<file path="src/rtl/spi_clkgen_pkg.sv">
// Shared types for the accumulator-based SPI clock generator.
package spi_clkgen_pkg;

    // Selection of the serial-clock edge used for each data strobe
    typedef struct packed {
        logic launch_rise;  // 1: launch on rising sclk edge
        logic latch_rise;   // 1: latch on rising sclk edge
    } edge_sel_t;

endpackage

</file>
<file path="src/rtl/spi_phase_acc.sv">
// Phase accumulator. It adds freq_word to a residual on each active cycle.
// When the sum reaches the half scale (2**(ACC_W-1), or 2**(ACC_W-2) when
// doubled), it raises edge_ev and flips the phase.
// Assumes FCW_W >= ACC_W. Inactive cycles clear the residual and the phase.
module spi_phase_acc #(
    parameter int ACC_W = 11,
    parameter int FCW_W = 16
) (
    input  logic             clk,
    input  logic             rst_n,
    input  logic             active,
    input  logic             dbl_rate,
    input  logic             loop_reset,
    input  logic [FCW_W-1:0] freq_word,
    output logic             edge_ev,
    output logic             phase_nxt
);
    localparam int SUM_W = FCW_W + 1;
    localparam logic [SUM_W-1:0] HALF_N = SUM_W'(1) << (ACC_W - 1);
    localparam logic [SUM_W-1:0] HALF_D = SUM_W'(1) << (ACC_W - 2);

    logic [ACC_W-1:0] acc_q, acc_nxt;
    logic             phase_q;
    logic [SUM_W-1:0] half, mask, sum, rem;

    // Sum, wrap detection and the next residual
    always_comb begin
        half      = dbl_rate ? HALF_D : HALF_N;
        mask      = half - SUM_W'(1);
        sum       = (SUM_W'(acc_q) & mask) + SUM_W'(freq_word);
        edge_ev   = active && (sum >= half);
        rem       = (sum - half) & mask;
        phase_nxt = phase_q ^ edge_ev;
        if (!active)
            acc_nxt = '0;
        else if (edge_ev)
            acc_nxt = loop_reset ? '0 : ACC_W'(rem);
        else
            acc_nxt = ACC_W'(sum);
    end

    // Residual and phase registers
    always_ff @(posedge clk) begin
        if (!rst_n) begin
            acc_q   <= '0;
            phase_q <= 1'b0;
        end else begin
            acc_q   <= acc_nxt;
            phase_q <= active ? phase_nxt : 1'b0;
        end
    end
endmodule

</file>
<file path="src/rtl/spi_edge_strobe.sv">
// Output stage. It registers sclk as cpol xor phase (cpol while inactive),
// and pulses the launch and latch strobes in the same cycle as the sclk
// edge that each one selects. Assumes edge_ev is 0 while inactive.
module spi_edge_strobe
    import spi_clkgen_pkg::*;
(
    input  logic      clk,
    input  logic      rst_n,
    input  logic      active,
    input  logic      cpol,
    input  logic      edge_ev,
    input  logic      phase_nxt,
    input  edge_sel_t sel,
    output logic      sclk,
    output logic      launch_stb,
    output logic      latch_stb
);
    logic sclk_nxt, rise, fall;

    // Next clock level and edge direction
    always_comb begin
        sclk_nxt = active ? (cpol ^ phase_nxt) : cpol;
        rise     = edge_ev & sclk_nxt & ~sclk;
        fall     = edge_ev & ~sclk_nxt & sclk;
    end

    // Clock and strobe registers
    always_ff @(posedge clk) begin
        if (!rst_n) begin
            sclk       <= 1'b0;
            launch_stb <= 1'b0;
            latch_stb  <= 1'b0;
        end else begin
            sclk       <= sclk_nxt;
            launch_stb <= sel.launch_rise ? rise : fall;
            latch_stb  <= sel.latch_rise  ? rise : fall;
        end
    end
endmodule

</file>
<file path="src/rtl/spi_rate_check.sv">
// Combinational comparison of the requested rate with the limit for
// synchronous input sampling: word*REF_MHZ > SYNC_MHZ*2**ACC_W.
module spi_rate_check #(
    parameter int ACC_W    = 11,
    parameter int FCW_W    = 16,
    parameter int REF_MHZ  = 400,
    parameter int SYNC_MHZ = 30
) (
    input  logic [FCW_W-1:0] freq_word,
    output logic             async_path
);
    localparam int PW = FCW_W + 32;
    localparam logic [PW-1:0] LIMIT = PW'(SYNC_MHZ) << ACC_W;

    // Rate product against the threshold
    always_comb begin
        async_path = (PW'(freq_word) * PW'(REF_MHZ)) > LIMIT;
    end
endmodule

</file>
<file path="src/rtl/spi_accum_clkgen.sv">
// Top of the SPI clock generator. It combines the phase accumulator, the
// output stage and the rate check. The clock is active while run is high and
// either gating is off or some select is asserted.
module spi_accum_clkgen
    import spi_clkgen_pkg::*;
#(
    parameter int ACC_W    = 11,
    parameter int FCW_W    = 16,
    parameter int REF_MHZ  = 400,
    parameter int SYNC_MHZ = 30
) (
    input  logic             clk,
    input  logic             rst_n,
    input  logic             run,
    input  logic             sel_any,
    input  logic             gate_idle,
    input  logic             cpol,
    input  logic             launch_rise,
    input  logic             latch_rise,
    input  logic             dbl_rate,
    input  logic             loop_reset,
    input  logic [FCW_W-1:0] freq_word,
    output logic             sclk,
    output logic             launch_stb,
    output logic             latch_stb,
    output logic             async_path
);
    logic      active, edge_ev, phase_nxt;
    edge_sel_t sel;

    // Enable qualification and edge selection bundle
    always_comb begin
        active          = run && (sel_any || !gate_idle);
        sel.launch_rise = launch_rise;
        sel.latch_rise  = latch_rise;
    end

    spi_phase_acc #(.ACC_W(ACC_W), .FCW_W(FCW_W)) u_acc (
        .clk        (clk),
        .rst_n      (rst_n),
        .active     (active),
        .dbl_rate   (dbl_rate),
        .loop_reset (loop_reset),
        .freq_word  (freq_word),
        .edge_ev    (edge_ev),
        .phase_nxt  (phase_nxt)
    );

    spi_edge_strobe u_out (
        .clk        (clk),
        .rst_n      (rst_n),
        .active     (active),
        .cpol       (cpol),
        .edge_ev    (edge_ev),
        .phase_nxt  (phase_nxt),
        .sel        (sel),
        .sclk       (sclk),
        .launch_stb (launch_stb),
        .latch_stb  (latch_stb)
    );

    spi_rate_check #(.ACC_W(ACC_W), .FCW_W(FCW_W), .REF_MHZ(REF_MHZ),
                     .SYNC_MHZ(SYNC_MHZ)) u_rate (
        .freq_word  (freq_word),
        .async_path (async_path)
    );
endmodule

</file>
<file path="config.mk">
export PLATFORM = sky130hd
export DESIGN_NAME = spi_accum_clkgen
export DESIGN_NICKNAME = d
export VERILOG_FILES = /design/src/rtl/spi_clkgen_pkg.sv /design/src/rtl/spi_phase_acc.sv /design/src/rtl/spi_edge_strobe.sv /design/src/rtl/spi_rate_check.sv /design/src/rtl/spi_accum_clkgen.sv
export SDC_FILE = /design/constraint.sdc
export NUM_CORES = 1
export LEC_CHECK = 0
export ABC_AREA = 1
export BUFFER_PORTS_ARGS = -buffer_cell sky130_fd_sc_hd__buf_2
export CAP_MARGIN = 0
export CORE_MARGIN = 4
export CORE_UTILIZATION = 60
export CTS_BUF_LIST = sky130_fd_sc_hd__clkbuf_4 sky130_fd_sc_hd__clkbuf_8
export DETAILED_ROUTE_END_ITERATION = 12
export GPL_TIMING_DRIVEN = 0
export PLACE_DENSITY_LB_ADDON = 0.2
export SLEW_MARGIN = 20
export SYNTH_ARGS = -nofsm -noshare
export SYNTH_HDL_FRONTEND = slang
export SYNTH_SLANG_ARGS = --single-unit
</file>
<file path="constraint.sdc">
create_clock -name clk -period 3.2 [get_ports clk]
set_input_delay 0.16 -clock clk [delete_from_list [all_inputs] [get_ports clk]]
set_output_delay 0.16 -clock clk [all_outputs]
set_load 0.02 [all_outputs]
</file>
# Word level (Yosys, flattened, before mapping)
# Cells that the tools add are included.
[word_totals]
regBits = 15
elab_cells = 32
in_bits = 26
[op_classes]
n_mux = 6
n_addsub = 3
n_reduce_logical = 5
mul = 1
bitwise = 10
n_lt_le_gt_ge = 2
[op_table]
columns = ["cell", "n"]
rows = [
  ["11-bit 2-to-1 mux", 3],
  ["25-bit by 16-bit > comparator with 1-bit output (second input constant)", 1],
  ["16-bit by 5-bit multiplier with 21-bit output (second input constant)", 1],
  ["17-bit by 16-bit adder with 17-bit output", 1],
  ["11-bit by 17-bit bitwise AND with 17-bit output", 1],
  ["17-bit by 11-bit >= comparator with 1-bit output", 1],
  ["11-bit by 1-bit subtractor with 12-bit output (second input constant)", 1],
  ["11-bit bitwise AND", 1],
  ["11-bit subtractor", 1],
  ["1-bit bitwise AND", 4],
  ["1-bit 2-to-1 mux", 3],
  ["1-bit logical AND", 2],
  ["1-bit inverter", 2],
  ["2-bit AND reduction", 1],
  ["1-bit bitwise XOR", 2],
  ["1-bit zero test", 1],
  ["1-bit logical OR", 1],
]

# Logic depth before layout (Yosys ltp)
[depth]
word_depth = 13
depth_mapped = 24
mapped_depth_nobuf = 24

# By module
# Synthesis repeated with hierarchy kept, for this count alone.
[unflattened]
cells_unflattened = 572
area_unflattened_um2 = 3417.0
[by_module_without_submodules]
columns = ["module", "seq_area_each_um2", "cells_each", "area_per_inst_um2", "instances"]
rows = [
  ["spi_rate_check", 0.0, 336, 2013.2, 1],
  ["spi_phase_acc", 220.2, 210, 1244.9, 1],
  ["spi_edge_strobe", 60.1, 23, 142.6, 1],
  ["spi_accum_clkgen", 0.0, 3, 16.3, 1],
]

# Least setup slack after synthesis
# OpenSTA, ideal clock, no wires.
[synth_path]
path_kind = "in2out"
start = "input freq_word[3]"
end = "output async_path"
stages = 17
path_slack_ps = 187
t_required_ps = 3040
arrival_ps = 2853
path_buffers = 0
path_cell_list = "ha_1 -> ha_1 -> inv_1 -> fa_1 -> inv_1 -> ha_1 -> a21oi_1 -> nand2_1 -> nand3_1 -> o2111ai_1 -> nand3_1 -> nand2_1 -> nand2_1 -> nand2_1 -> a21oi_1 -> xor2_1 -> nand3_1"
[synth_between]
elab_chain_cells = 2
[synth_lines]
columns = ["item", "line", "source"]
rows = [
  ["start: declaration", "spi_accum_clkgen.sv:22", "input logic [FCW_W-1:0] freq_word,"],
  ["16-bit by 5-bit multiplier with 21-bit output", "spi_rate_check.sv:17", "async_path = (PW'(freq_word) * PW'(REF_MHZ)) > LIMIT;"],
  ["25-bit by 16-bit > comparator with 1-bit output", "spi_rate_check.sv:17", ""],
  ["end: declaration", "spi_accum_clkgen.sv:26", "output logic async_path"],
]
# No other way between the ends.

# Final worst setup path
[layout_path]
start = "input freq_word[8]"
end = "output async_path"
# Same word-level chain as after synthesis.

==> impl_summary.log <==
INFO  metric ctsHtreeMaxLevel = 1
INFO  metric dieHeight = around 80 microns
INFO  metric peakVddDrop = 0.3593 mV
INFO  metric fin_nets = 587
INFO  metric floorplan.io_pins = 30
INFO  metric setup.worst_path.start = freq_word[8]
INFO  metric total_half_perimeter_wirelength_after_legalization_and_detailed_placement = 5417 microns
INFO  metric die_outline_area = 6040 sq um
INFO  metric netlist_instances = 434
INFO  metric power.static_leakage = 2.038 nW
INFO  metric worst_setup_path_start_kind = primary input
INFO  metric finClkSkew = a little over 0.006 ns
INFO  metric r2r_start = u_acc.acc_q[9]$_SDFF_PN0_
INFO  metric grt.total_usage = 23.69%
INFO  metric grt_start_max_net_pins = 10
INFO  metric minimum_hold_slack = around 0.15 ns
INFO  metric globalplace.congestion = 0.8476
INFO  metric mostFrequentLayoutCell = inv_1
INFO  metric hold_violations = 0
INFO  metric final.setup.worst_slack = -0.1115 ns
INFO  metric critical_path.reg2reg.endpoint = u_out.latch_stb$_SDFF_PN0_
INFO  metric vias_per_cell = 5.625
INFO  metric layout.cell_area.non_filler = 3918 sq um
INFO  metric tritoncts = yes
INFO  metric synth_enable_flop_cells = 0
INFO  metric fin_crit_sh = 103.5%
INFO  metric cts_max_path_buffers = 2
INFO  metric clock_pin_slew_on_the_worst_setup_and_hold_paths = ~0.060 ns
INFO  metric power-per-cell-area = 367.4 nW/um^2
INFO  metric synth_seq_area_share = about 9.6%
INFO  metric initial_drc_count = 273
INFO  metric timing_worst_slew_pin_value = 0.2758 ns
INFO  metric grt_pass1_vias = 2885
INFO  metric cts.sink_count = 14
INFO  metric critPathMaxStageDelay = around 0.57 ns
INFO  metric cts_hold_buf = 0
INFO  metric detail_route.wl_per_cell = 16.35 microns
INFO  metric cts_made_buffers = 3
INFO  metric violations = negative setup slack
INFO  metric routed_wirelength = 8944 microns
INFO  metric timing.critical_path.to = async_path
INFO  metric crit_slowest_cell = fa_1
INFO  metric unrepaired_setup_endpoints_after_global_routing = yes
INFO  metric finalSetupTns = -0.1115 ns
INFO  metric fin_crit = 3.311 ns
INFO  metric dp.cells = 530
INFO  metric die-width = 77.72 microns
INFO  metric maxClockFrequency = 302.0 MHz
INFO  metric synth_seq_cells = 14
INFO  metric synth-async-reset-ratio = 0%
INFO  metric final_layout_size_suffix_gt1_share = 32.29%
INFO  metric via_count = roughly 3000
INFO  metric antenna_violations_before_repair = 0
INFO  metric setup.worst_path.class = primary input to primary output
INFO  metric final_antenna_net_count = 0
INFO  metric clk_latency_worst_skew_pair = 0.25 ns
INFO  metric timing.reg2reg.worst_path_depth = 21
INFO  metric clock_tree.root_cell = clkbuf_8
INFO  metric start_util = about 60%
INFO  metric timing.critical_path.fanout_max = 4
INFO  metric drc = 0
INFO  metric regToRegSetupSlack = 0.08 ns
INFO  metric core = 4723 sq um
INFO  metric final_max_slew_viol_count = 0
INFO  metric mostFrequentLayoutCells = inv_1 (84), nand2_1 (82), ha_1 (41), nor2_1 (35), ha_4 (25)
INFO  metric yosysUniqueCellTypes = 29
INFO  metric yosys.area.top_type = ha_1
INFO  metric critical_path_required = 3.04 ns
INFO  metric dp_worst_setup_slack = -0.2706 ns
INFO  metric yosysTopAreaCellShare = 28.74%
INFO  metric critPathArrivalTime = 3.15 ns
INFO  metric synthesis.area_per_instance = about 6.7 sq um
INFO  metric dpl_cell_area = roughly 3100 sq um
INFO  metric ys_dominant_reg_cell = dfxtp_1
INFO  metric std_cell_rows = 25
INFO  metric timing.max_cap.violations = 0
INFO  metric cp_common_cell = ha_4
INFO  metric post_synth_main_area_contributors = ha_1 (29%), nand2_1 (13%), inv_1 (12%), dfxtp_1 (9.6%), fa_1 (8.2%)
INFO  metric finalNonFillerCells = 547
INFO  metric io_buffers = 29
INFO  metric yosysWarningCount = 0
INFO  metric slew_headroom = 81.42%
INFO  metric postSynthNetCount = 539
INFO  metric grt_pass1_wl = 11870 microns
INFO  metric hp-class = primary input to register
INFO  metric critical_path.endpoint_type = primary output
INFO  metric detail_route.first_pass.iterations = 5
INFO  metric global_route.overflow_total = 0
INFO  metric final-setup-viol-count = 1
INFO  metric status = complete, but fails checks
INFO  metric synth.cell_area = 2917 sq um
INFO  metric area_growth = 34.32%
INFO  metric critical_path.cell_chain = buf_4 -> ha_4 -> ha_1 -> inv_1 -> fa_1 -> inv_2 -> ha_4 -> a21oi_4 -> o21ai_2 -> a21oi_1 -> o21ai_0 -> xor2_1 -> nor2_1 -> o2111a_1 -> nand3_1 -> buf_6
INFO  metric n_antenna_cell = 0
[stage by stage]
stage	power [mW]	util (%)
detailed placement	0.8381	66.60
CTS	1.145	73.27
global placement	0.8176	66.60
global route	1.542	82.94
floorplan	0.6945	-
finish	1.439	82.94
[metal layers]
metal | vias to the layer above | GRT usage (%) | routed length (microns)
li1 | 1464 | - | -
met1 | 1417 | 28.06 | 3401
met2 | 164 | 44.35 | 4683
met3 | 32 | 3.248 | 579
met4 | 0 | 5.872 | 281
met5 | - | 0 | 0
[registers in the layout, summed over array words and instances, names as in the netlist]
register / flops
u_acc.phase_q: 1
u_out.launch_stb: 1
u_acc.acc_q: 10
u_out.sclk: 1
u_out.latch_stb: 1
[where the power goes]
group	switching, mW	internal, mW
clock network	0.0660	0.0835
logic	0.619	0.487
registers	0.00301	0.181
[logic make-up (layout without fill, tap and decap cells)]
family / after synthesis / in the layout / share of synthesized area, %
xor+xnor: 17 / 17 / 5.105
simple gates: 188 / 188 / 28.27
flops: 14 / 14 / 9.610
compound gates: 40 / 40 / 7.679
fa+ha+maj: 79 / 79 / 36.98
buf+inv: 96 / 142 / 12.36
[area by class of cell]
| class | count | area (sq um) |
|---|---|---|
| Tap cell | 67 | 83.83 |
| Timing Repair Buffer | 43 | 296.5 |
| Fill cell | 287 | 805.8 |
| Clock buffer | 3 | 41.29 |
| Sequential cell | 14 | 280.3 |
| Multi-Input combinational cell | 324 | 2855 |
| Inverter | 96 | 360.3 |
[worst max-delay path: cells and delay by family]
kind,cells,cell delay (ns)
and+or+nand+nor,2,0.21
buffers and inverters,4,0.42
AOI/OAI and AO/OA,5,0.86
adders and majority gates,4,1.34
xor gates and xnor gates,1,0.18
[synth_stat cells (2+ instances only)]
cell type / number
nor2_2: 2
nor3_1: 3
xor2_1: 15
nand4_1: 5
nand2_1: 98
inv_1: 95
a21oi_1: 25
nand2_2: 5
nand3_2: 4
ha_1: 67
dfxtp_1: 14
xnor2_1: 2
fa_1: 12
o21ai_0: 9
nand3_1: 22
nand3b_1: 3
nor2_1: 41
[repair_timing]
action / 4_1_cts / 5_1_grt
gates resized for setup: 39 / 91
pin swaps: 15 / 53
setup buffers: 3 / 11
cloned: 0 / 0
endpoints found under the setup margin: 2 / 13
[how the worst min path moves through the flow]
stage	start	end	slack [ns]	depth (start not counted)
after floorplan	rst_n	u_out.latch_stb$_SDFF_PN0_	0.28	2
after global placement	launch_rise	u_out.launch_stb$_SDFF_PN0_	0.40	3
after detailed placement	latch_rise	u_out.latch_stb$_SDFF_PN0_	0.40	3
after CTS	latch_rise	u_out.latch_stb$_SDFF_PN0_	0.15	3
after global routing	launch_rise	u_out.launch_stb$_SDFF_PN0_	0.16	3
final	latch_rise	u_out.latch_stb$_SDFF_PN0_	0.15	3
(Power assumes the default switching activity.)
